**config.mk**
```make
export PLATFORM = sky130hd
export DESIGN_NAME = dsm_twin_const_mul
export DESIGN_NICKNAME = d
export VERILOG_FILES = /design/src/rtl/dsm_pkg.sv /design/src/rtl/dsm_serial_addsub.sv /design/src/rtl/dsm_shift_chain.sv /design/src/rtl/dsm_frame_ctl.sv /design/src/rtl/dsm_twin_const_mul.sv
export SDC_FILE = /design/constraint.sdc
export NUM_CORES = 1
export LEC_CHECK = 0
export ABC_AREA = 0
export BUFFER_PORTS_ARGS = -buffer_cell sky130_fd_sc_hd__clkbuf_2
export CAP_MARGIN = 40
export CELL_PAD_IN_SITES_DETAIL_PLACEMENT = 1
export CELL_PAD_IN_SITES_GLOBAL_PLACEMENT = 1
export CORE_MARGIN = 5
export CORE_UTILIZATION = 41
export CTS_BUF_LIST = sky130_fd_sc_hd__clkbuf_4
export CTS_CLUSTER_DIAMETER = 100
export CTS_CLUSTER_SIZE = 28
export DETAILED_ROUTE_END_ITERATION = 7
export GPL_ROUTABILITY_DRIVEN = 0
export PLACE_DENSITY_LB_ADDON = 0.25
export SYNTH_ARGS = -nofsm -noshare
export SYNTH_HDL_FRONTEND = slang
export SYNTH_HIERARCHICAL = 1
export SYNTH_SLANG_ARGS = --single-unit
```
**constraint.sdc**
```tcl
create_clock -name clk -period 2.3 [get_ports clk]
set_input_delay 0.23 -clock clk [delete_from_list [all_inputs] [get_ports clk]]
set_output_delay 0.23 -clock clk [all_outputs]
set_load 0.02 [all_outputs]
```
**src/rtl/dsm_pkg.sv**
```systemverilog
package dsm_pkg;

    // Extra product bits needed by the larger constant (43 < 2^6)
    localparam int DSM_GROWTH = 6;

    typedef enum logic {
        DSM_OP_ADD = 1'b0,
        DSM_OP_SUB = 1'b1
    } dsm_op_e;

    function automatic int frame_digits(input int bits, input int dsz);
        return (bits + dsz - 1) / dsz;
    endfunction

endpackage

```
**src/rtl/dsm_serial_addsub.sv**
```systemverilog
module dsm_serial_addsub
    import dsm_pkg::*;
#(
    parameter int      D  = 2,
    parameter dsm_op_e OP = DSM_OP_ADD
) (
    input  logic         clk,
    input  logic         rst,
    input  logic         en,
    input  logic         sow,
    input  logic [D-1:0] a,
    input  logic [D-1:0] b,
    output logic [D-1:0] s
);

    localparam logic CARRY_INIT = (OP == DSM_OP_SUB);

    logic [D-1:0] b_eff;
    logic [D:0]   cy;
    logic         carry_q;

    generate
        if (OP == DSM_OP_SUB) begin : g_inv
            assign b_eff = ~b;
        end else begin : g_pass
            assign b_eff = b;
        end
    endgenerate

    assign cy[0] = sow ? CARRY_INIT : carry_q;

    generate
        for (genvar i = 0; i < D; i++) begin : g_fa
            assign s[i]    = a[i] ^ b_eff[i] ^ cy[i];
            assign cy[i+1] = (a[i] & b_eff[i]) | (cy[i] & (a[i] ^ b_eff[i]));
        end
    endgenerate

    always_ff @(posedge clk) begin
        if (rst) begin
            carry_q <= CARRY_INIT;
        end else if (en) begin
            carry_q <= cy[D];
        end
    end

    // a fresh word with zero operands yields a zero digit for both add and subtract
    a_r5_clean_digit: assert property (@(posedge clk) disable iff (rst)
        (en && sow && a == '0 && b == '0) |-> (s == '0));

endmodule

```
**src/rtl/dsm_shift_chain.sv**
```systemverilog
module dsm_shift_chain #(
    parameter int D   = 2,
    parameter int LS  = 2,
    parameter int TAP = 0
) (
    input  logic         clk,
    input  logic         rst,
    input  logic         en,
    input  logic         sow,
    input  logic [D-1:0] din,
    output logic [D-1:0] dout,
    output logic [D-1:0] dtap
);

    localparam int ZB = (LS < D) ? LS : D;

    logic [LS-1:0]   hist_q;
    logic [LS-1:0]   hist_eff;
    logic [D+LS-1:0] joined;

    // Zeros enter below the LSB at the start of every word
    assign hist_eff = sow ? '0 : hist_q;
    assign joined   = {din, hist_eff};
    assign dout     = joined[D-1:0];

    generate
        if (TAP > 0) begin : g_tap
            logic [D+TAP-1:0] joined_tap;
            assign joined_tap = {din, hist_eff[LS-1 -: TAP]};
            assign dtap       = joined_tap[D-1:0];
        end else begin : g_notap
            assign dtap = din;
        end
    endgenerate

    always_ff @(posedge clk) begin
        if (rst) begin
            hist_q <= '0;
        end else if (en) begin
            hist_q <= joined[D+LS-1:D];
        end
    end

    // the lowest shifted positions of a new word are zero-filled
    a_r5_zero_fill: assert property (@(posedge clk) disable iff (rst)
        (en && sow) |-> (dout[ZB-1:0] == '0));

endmodule

```
**src/rtl/dsm_frame_ctl.sv**
```systemverilog
module dsm_frame_ctl #(
    parameter int NDIG = 7
) (
    input  logic clk,
    input  logic rst,
    input  logic en,
    input  logic sow,
    output logic last
);

    localparam int CW = $clog2(NDIG + 1);

    logic [CW-1:0] cnt_q;
    logic [CW-1:0] pos;

    assign pos  = sow ? '0 : cnt_q;
    assign last = en && (pos == CW'(NDIG - 1));

    always_ff @(posedge clk) begin
        if (rst) begin
            cnt_q <= '0;
        end else if (en) begin
            cnt_q <= pos + CW'(1);
        end
    end

    // a start digit is the final digit only for a single-digit frame
    a_r4_sow_not_last: assert property (@(posedge clk) disable iff (rst)
        (en && sow && NDIG > 1) |-> !last);

endmodule

```
**src/rtl/dsm_twin_const_mul.sv**
```systemverilog
module dsm_twin_const_mul
    import dsm_pkg::*;
#(
    parameter int W = 8,
    parameter int D = 2
) (
    input  logic         clk,
    input  logic         rst,
    input  logic         in_valid,
    input  logic         in_sow,
    input  logic [D-1:0] in_digit,
    output logic         out_valid,
    output logic         out_last,
    output logic [D-1:0] out_p29,
    output logic [D-1:0] out_p43
);

    localparam int FW   = W + DSM_GROWTH;
    localparam int NDIG = frame_digits(FW, D);

    typedef struct packed {
        logic         valid;
        logic         last;
        logic [D-1:0] p29;
        logic [D-1:0] p43;
    } out_digit_t;

    logic [D-1:0] x_sh3;
    logic [D-1:0] x_unused_tap;
    logic [D-1:0] t7;
    logic [D-1:0] t7_sh2;
    logic [D-1:0] t7_sh1;
    logic [D-1:0] p29_c;
    logic [D-1:0] p43_c;
    logic         last_c;
    out_digit_t   o_q;

    // 8x
    dsm_shift_chain #(.D(D), .LS(3), .TAP(0)) u_sh_x3 (
        .clk(clk), .rst(rst), .en(in_valid), .sow(in_sow),
        .din(in_digit), .dout(x_sh3), .dtap(x_unused_tap)
    );

    // 7x = 8x - x
    dsm_serial_addsub #(.D(D), .OP(DSM_OP_SUB)) u_sub7 (
        .clk(clk), .rst(rst), .en(in_valid), .sow(in_sow),
        .a(x_sh3), .b(in_digit), .s(t7)
    );

    // 28x at the chain end, 14x from its first stage
    dsm_shift_chain #(.D(D), .LS(2), .TAP(1)) u_sh_t7 (
        .clk(clk), .rst(rst), .en(in_valid), .sow(in_sow),
        .din(t7), .dout(t7_sh2), .dtap(t7_sh1)
    );

    // 29x = 28x + x
    dsm_serial_addsub #(.D(D), .OP(DSM_OP_ADD)) u_add29 (
        .clk(clk), .rst(rst), .en(in_valid), .sow(in_sow),
        .a(t7_sh2), .b(in_digit), .s(p29_c)
    );

    // 43x = 29x + 14x
    dsm_serial_addsub #(.D(D), .OP(DSM_OP_ADD)) u_add43 (
        .clk(clk), .rst(rst), .en(in_valid), .sow(in_sow),
        .a(p29_c), .b(t7_sh1), .s(p43_c)
    );

    dsm_frame_ctl #(.NDIG(NDIG)) u_frame (
        .clk(clk), .rst(rst), .en(in_valid), .sow(in_sow), .last(last_c)
    );

    always_ff @(posedge clk) begin
        if (rst) begin
            o_q <= '0;
        end else begin
            o_q.valid <= in_valid;
            o_q.last  <= last_c;
            if (in_valid) begin
                o_q.p29 <= p29_c;
                o_q.p43 <= p43_c;
            end
        end
    end

    assign out_valid = o_q.valid;
    assign out_last  = o_q.last;
    assign out_p29   = o_q.p29;
    assign out_p43   = o_q.p43;

    // every accepted digit produces an output digit one clock later
    a_r3_valid_follows: assert property (@(posedge clk) disable iff (rst)
        in_valid |=> out_valid);

    // a bubble freezes the output lanes and drops the flags
    a_r6_bubble_hold: assert property (@(posedge clk) disable iff (rst)
        !in_valid |=> (!out_valid && !out_last && $stable(out_p29) && $stable(out_p43)));

    // the frame end flag only rides on a valid digit
    a_r4_last_valid: assert property (@(posedge clk) disable iff (rst)
        out_last |-> out_valid);

    // a zero start digit gives zero product digits regardless of history
    a_r5_start_zero: assert property (@(posedge clk) disable iff (rst)
        (in_valid && in_sow && in_digit == '0) |=> (out_p29 == '0 && out_p43 == '0));

endmodule

```
Yosys cells after proc, flatten, opt, wreduce, memory -nomap -nowiden --
Cells that the tools add are included.
Word-level totals: register bits 17, logic and storage cells 50
Operators by class: add/subtract/negate cells 1, equality and inequality tests 1, muxes and demuxes 6, bitwise operators 31, reduce and logical (&&, ||, !) cells 1
Operator list (number):
- $and A1 B1 Y1 | 12
- $xor A1 B1 Y1 | 12
- $mux W3 | 2
- $or A1 B1 Y1 | 6
- $add A3 B1 Y3 const B | 1
- $eq A3 B3 Y1 const B | 1
- $mux W1 | 3
- $mux W2 | 1
- $not A2 Y2 | 1
- $logic_and A1 B1 Y1 | 1

Depth between registers and ports, before layout --
depth after elaboration 8, depth in mapped cells 11, mapped depth without buffers 10

Hierarchy --
The synthesis kept the hierarchy.
Modules (own cells, without submodules):
- dsm_twin_const_mul | times used 1, cells each 17, area an instance 198.9 um^2, seq. area each 120.1 um^2
- dsm_serial_addsub (u_add29 ...) | times used 2, cells each 10, area an instance 97.6 um^2, seq. area each 20.0 um^2
- dsm_frame_ctl | times used 1, cells each 18, area an instance 172.7 um^2, seq. area each 60.1 um^2
- dsm_shift_chain (u_sh_x3) | times used 1, cells each 16, area an instance 148.9 um^2, seq. area each 60.1 um^2
- dsm_shift_chain (u_sh_t7) | times used 1, cells each 10, area an instance 95.1 um^2, seq. area each 40.0 um^2
- dsm_serial_addsub (u_sub7) | times used 1, cells each 10, area an instance 93.8 um^2, seq. area each 20.0 um^2

Worst setup path before layout --
OpenSTA, ideal clock, no wires.
path kind flip-flop to flip-flop, start reg u_sh_t7.hist_q[0], end reg o_q, in the netlist out_p43[1], setup time 114 ps, arrival time 2110 ps, data required time 2186 ps, setup slack 75 ps, cell stages (with the launch flop) 11, path buffers 0, clock period less this slack 2225 ps, path through dfxtp_1 -> nor2b_1 -> fa_1 -> inv_1 -> fa_1 -> inv_1 -> inv_1 -> fa_1 -> inv_1 -> mux2i_1 -> nor2_1
On the way: word-level cells in the longest chain between the ends 7
Ends and longest elaborated chain:
- from (decl) | line dsm_shift_chain.sv:17 | logic [LS-1:0] hist_q;
- from (signal assigned) | line dsm_shift_chain.sv:40 | hist_q <= joined[D+LS-1:D];
- $mux W2 * | line dsm_shift_chain.sv:22 | assign hist_eff = sow ? '0 : hist_q;
- named net t7_sh2[0] | line dsm_twin_const_mul.sv:31 | logic [D-1:0] t7_sh2;
- $xor A1 B1 Y1 | line dsm_serial_addsub.sv:35 | assign cy[i+1] = (a[i] & b_eff[i]) | (cy[i] & (a[i] ^ b_eff[i]));
- $and A1 B1 Y1 | line dsm_serial_addsub.sv:35
- $or A1 B1 Y1 * | line dsm_serial_addsub.sv:35
- $xor A1 B1 Y1 * | line dsm_serial_addsub.sv:34 | assign s[i] = a[i] ^ b_eff[i] ^ cy[i];
- named net p29_c[1] | line dsm_twin_const_mul.sv:33 | logic [D-1:0] p29_c;
- $xor A1 B1 Y1 * (2 in series) | line dsm_serial_addsub.sv:34
- named net p43_c[1] | line dsm_twin_const_mul.sv:34 | logic [D-1:0] p43_c;
- to (decl) | line dsm_twin_const_mul.sv:36 | out_digit_t o_q;
Mark *: on every way through the listed nets, which the timed path passes. The rest lies on a longest branch. A chain may end at the register's enable or synchronous reset.

Final worst setup path --
start reg u_add29.carry_q, end reg o_q, in the netlist out_p43[1]
On the way: word-level cells in the longest chain between the ends 6
Ends and longest elaborated chain:
- from (decl) | line dsm_serial_addsub.sv:20 | logic carry_q;
- from (signal assigned) | line dsm_serial_addsub.sv:43 | carry_q <= cy[D];
- $mux W1 | line dsm_serial_addsub.sv:30 | assign cy[0] = sow ? CARRY_INIT : carry_q;
- $and A1 B1 Y1 | line dsm_serial_addsub.sv:35
- $or A1 B1 Y1 | line dsm_serial_addsub.sv:35
- $xor A1 B1 Y1 | line dsm_serial_addsub.sv:34
- named net p29_c[1] | line dsm_twin_const_mul.sv:33
- $xor A1 B1 Y1 (2 in series) | line dsm_serial_addsub.sv:34
- named net p43_c[1] | line dsm_twin_const_mul.sv:34
The timed path passes the listed nets, and every way through them passes these cells.

==> impl_metrics.toml <==
[final_layout]
fillers = 235
syn_to_final_growth_pct = 16.0
diodes = 0
stdcell_count = 132
multiInputGateArea_um2 = 473
utilization_pct = 51.1
layout-drive-gt1-share_pct = 30.5
final-seq-area_um2 = 343
nNetsFinal = 120

[clock_network]
cts_max_level = 1
insertion_delay_ns = 0.28
cts_made_buffers = 3
cts.path.max_buffers = 2
clock_sinks = 17
path_clk_slew_ns = 0.10
root_buffer = "clkbuf_4"
cts_tree = "built"

[worst_setup_path]
arrival_ns = 2.39
crit_family = "adder cells"
crit_path_max_incr_delay_ns = 0.47
worstPathRequired_ns = 2.47
r2r_setup_slack_ns = 0.08
critPathCaptureType = "flop"
r2r-start = "u_add29/carry_q"
critPathBufInv = 4
cp_common_cell = "inv_2"
ff2ff_path_depth = 10
crit_path_start_kind = "flop"
crit_slowest_cell = "fa_1"
crit_type = "reg2reg"
rr_endpoint = "out_p43[1]"
crit_fanout = 2
cp_cell_sequence = "nor2b_4 -> fa_2 -> inv_2 -> fa_1 -> inv_2 -> inv_2 -> fa_1 -> inv_1 -> mux2i_1 -> nor2_1"

[synth]
yosysWarnings = 6
syn_inst = 89
syn_area_um2 = 890
syn_nets = 103
synth.avg_cell_area_um2 = 10.0

[place]
place_inst = 126
place.port_buffers = 11
hpwl_um = 1230

[pwr]
p_leak_nw = 0.482
sw_frac_of_total_pct = 28.0
clkPwrFrac_pct = 27.0
pwr-share-comb_pct = 21.6
power_switching_mw = 0.177
powerDensity_nw_per_um2 = 614
pwr-share-seq_pct = 51.3
finalPower_mw = 0.634
ir_drop_mv = 0.367
p_int_mw = 0.457

[global_route]
grt_pass1_wl_um = 2880
grt_pass1_vias = 639
antenna_found_initial = 0
grt_use_total_pct = 11.4
grt_max_degree = 24
overflow = 0

[detailed_routing]
wl_per_cell_um = 12.6
wl_um = 1670
drtAntennaViolNets = 0
drc = 0
drt_iter0_markers = 4
viasPerCell = 4.71
first_pass_iters = 3
vias = 622

[floorplanning]
fp.dieH_um = 56.6
pin_count = 12
initial_core_util_pct = 44.0
rows = 16
die-area_um2 = 3200
die_w_um = 56.6
coreArea_um2 = 2020

[min_path]
worst_hold_path.endpoint = "u_sh_x3/hist_q[2]"
min_from = "in_digit[1]"
hp-class = "in2reg"
whs_path_depth = 3

[timing]
holdWs_ns = 0.231
worstMarginPinSlew_ns = 0.559
fin_crit_sh_pct = 96.4
finalSetupViolCount = 0
slew_headroom_pct = 62.7
rsz0062_at_grt = "true"
final_max_slew_viol_count = 0
finalSetupTns_ns = 0
clock_skew_ns = 0.000792
hold_viol = 0
finalCriticalPeriod_ns = 2.22
clock.fmax_mhz = 451

[status]
status = "completed"

[run]
maxCapViolations = 0
through the flow:
| step | instance area (um2) | worst slack, ns |
|---|---|---|
| 6_report | 1030 | 0.0834 |
| 5_1_grt | 1030 | -0.0134 |
| 4_1_cts | 1020 | 0.00730 |
| 3_5_place_dp | 967 | -0.0709 |
| 3_3_place_gp | 967 | 0.0194 |
| 2_1_floorplan | 890 | 0.0751 |
layout by cell type, fill, tap and decap left out, drive strengths merged, types with 2 or more instances in the layout:
cell type and count:
nor2b 12, inv 14, a211oi 3, fa 6, clkbuf 15, nor2 13
ha 2, dfxtp 17, buf 6, mux2i 9
power groups by stage:
stage	Sequential [mW]	Combinational, mW	Clock [mW]
4_1_cts	0.326	0.135	0.182
2_1_floorplan	0.341	0.0741	0
5_1_grt	0.329	0.157	0.196
3_5_place_dp	0.332	0.126	0
3_3_place_gp	0.331	0.119	0
6_report	0.325	0.137	0.171
sequential cells by signal, summed over array words and instances, names as in the netlist:
signal / cells
u_sub7/carry_q: 1
u_sh_t7/hist_q: 2
out_p29: 2
out_last: 1
u_sh_x3/hist_q: 3
out_valid: 1
u_add43/carry_q: 1
u_frame/cnt_q: 3
u_add29/carry_q: 1
out_p43: 2
worst reg2reg max path, stage by stage, from the launching register on:
cell and delay, ns:
dfxtp_2 0.34, nor2b_4 0.12, fa_2 0.36, inv_2 0.07, fa_1 0.42, inv_2 0.08, inv_2 0.04, fa_1 0.47
inv_1 0.04, mux2i_1 0.12, nor2_1 0.06
final cells by class:
class                           instances  share of cell area [%]
Multi-Input combinational cell         53                    45.8
Sequential cell                        17                    33.2
Timing Repair Buffer                   17                    9.70
Inverter                               14                    5.09
Tap cell                               27                    3.27
Clock buffer                            4                    2.91
timing repair:
| action | CTS | global route |
|---|---|---|
| setup endpoints to repair | 2 | 1 |
| hold buffers | 0 | 0 |
| resized for setup | 7 | 3 |
| buffers inserted | 1 | 1 |
| pin swaps | 2 | 4 |
routing by layer:
metal  track usage (%)  routed length, um  share of wire, %  vias to the layer above
met4              4.07                 10              0.60                        0
met5                 0                  0                 0                        -
li1                  -                  -                 -                      308
met1              13.7                723                43                      302
met2              20.0                862                52                       10
met3              2.29                 70               4.2                        2
how the worst max path moves through the flow:
stage                      startpoint          to  slack, ns  depth (start not counted)
finish                u_add29/carry_q  out_p43[1]       0.08                         10
global route          u_add29/carry_q  out_p43[1]      -0.01                         10
CTS                 u_sh_t7/hist_q[0]  out_p43[1]      0.007                         10
detailed placement  u_sh_t7/hist_q[0]  out_p43[1]      -0.07                         10
global placement    u_sh_t7/hist_q[0]  out_p43[1]       0.02                         10
floorplan           u_sh_t7/hist_q[0]  out_p43[1]       0.08                         10
Note: power is estimated with default switching activity, not from simulation.
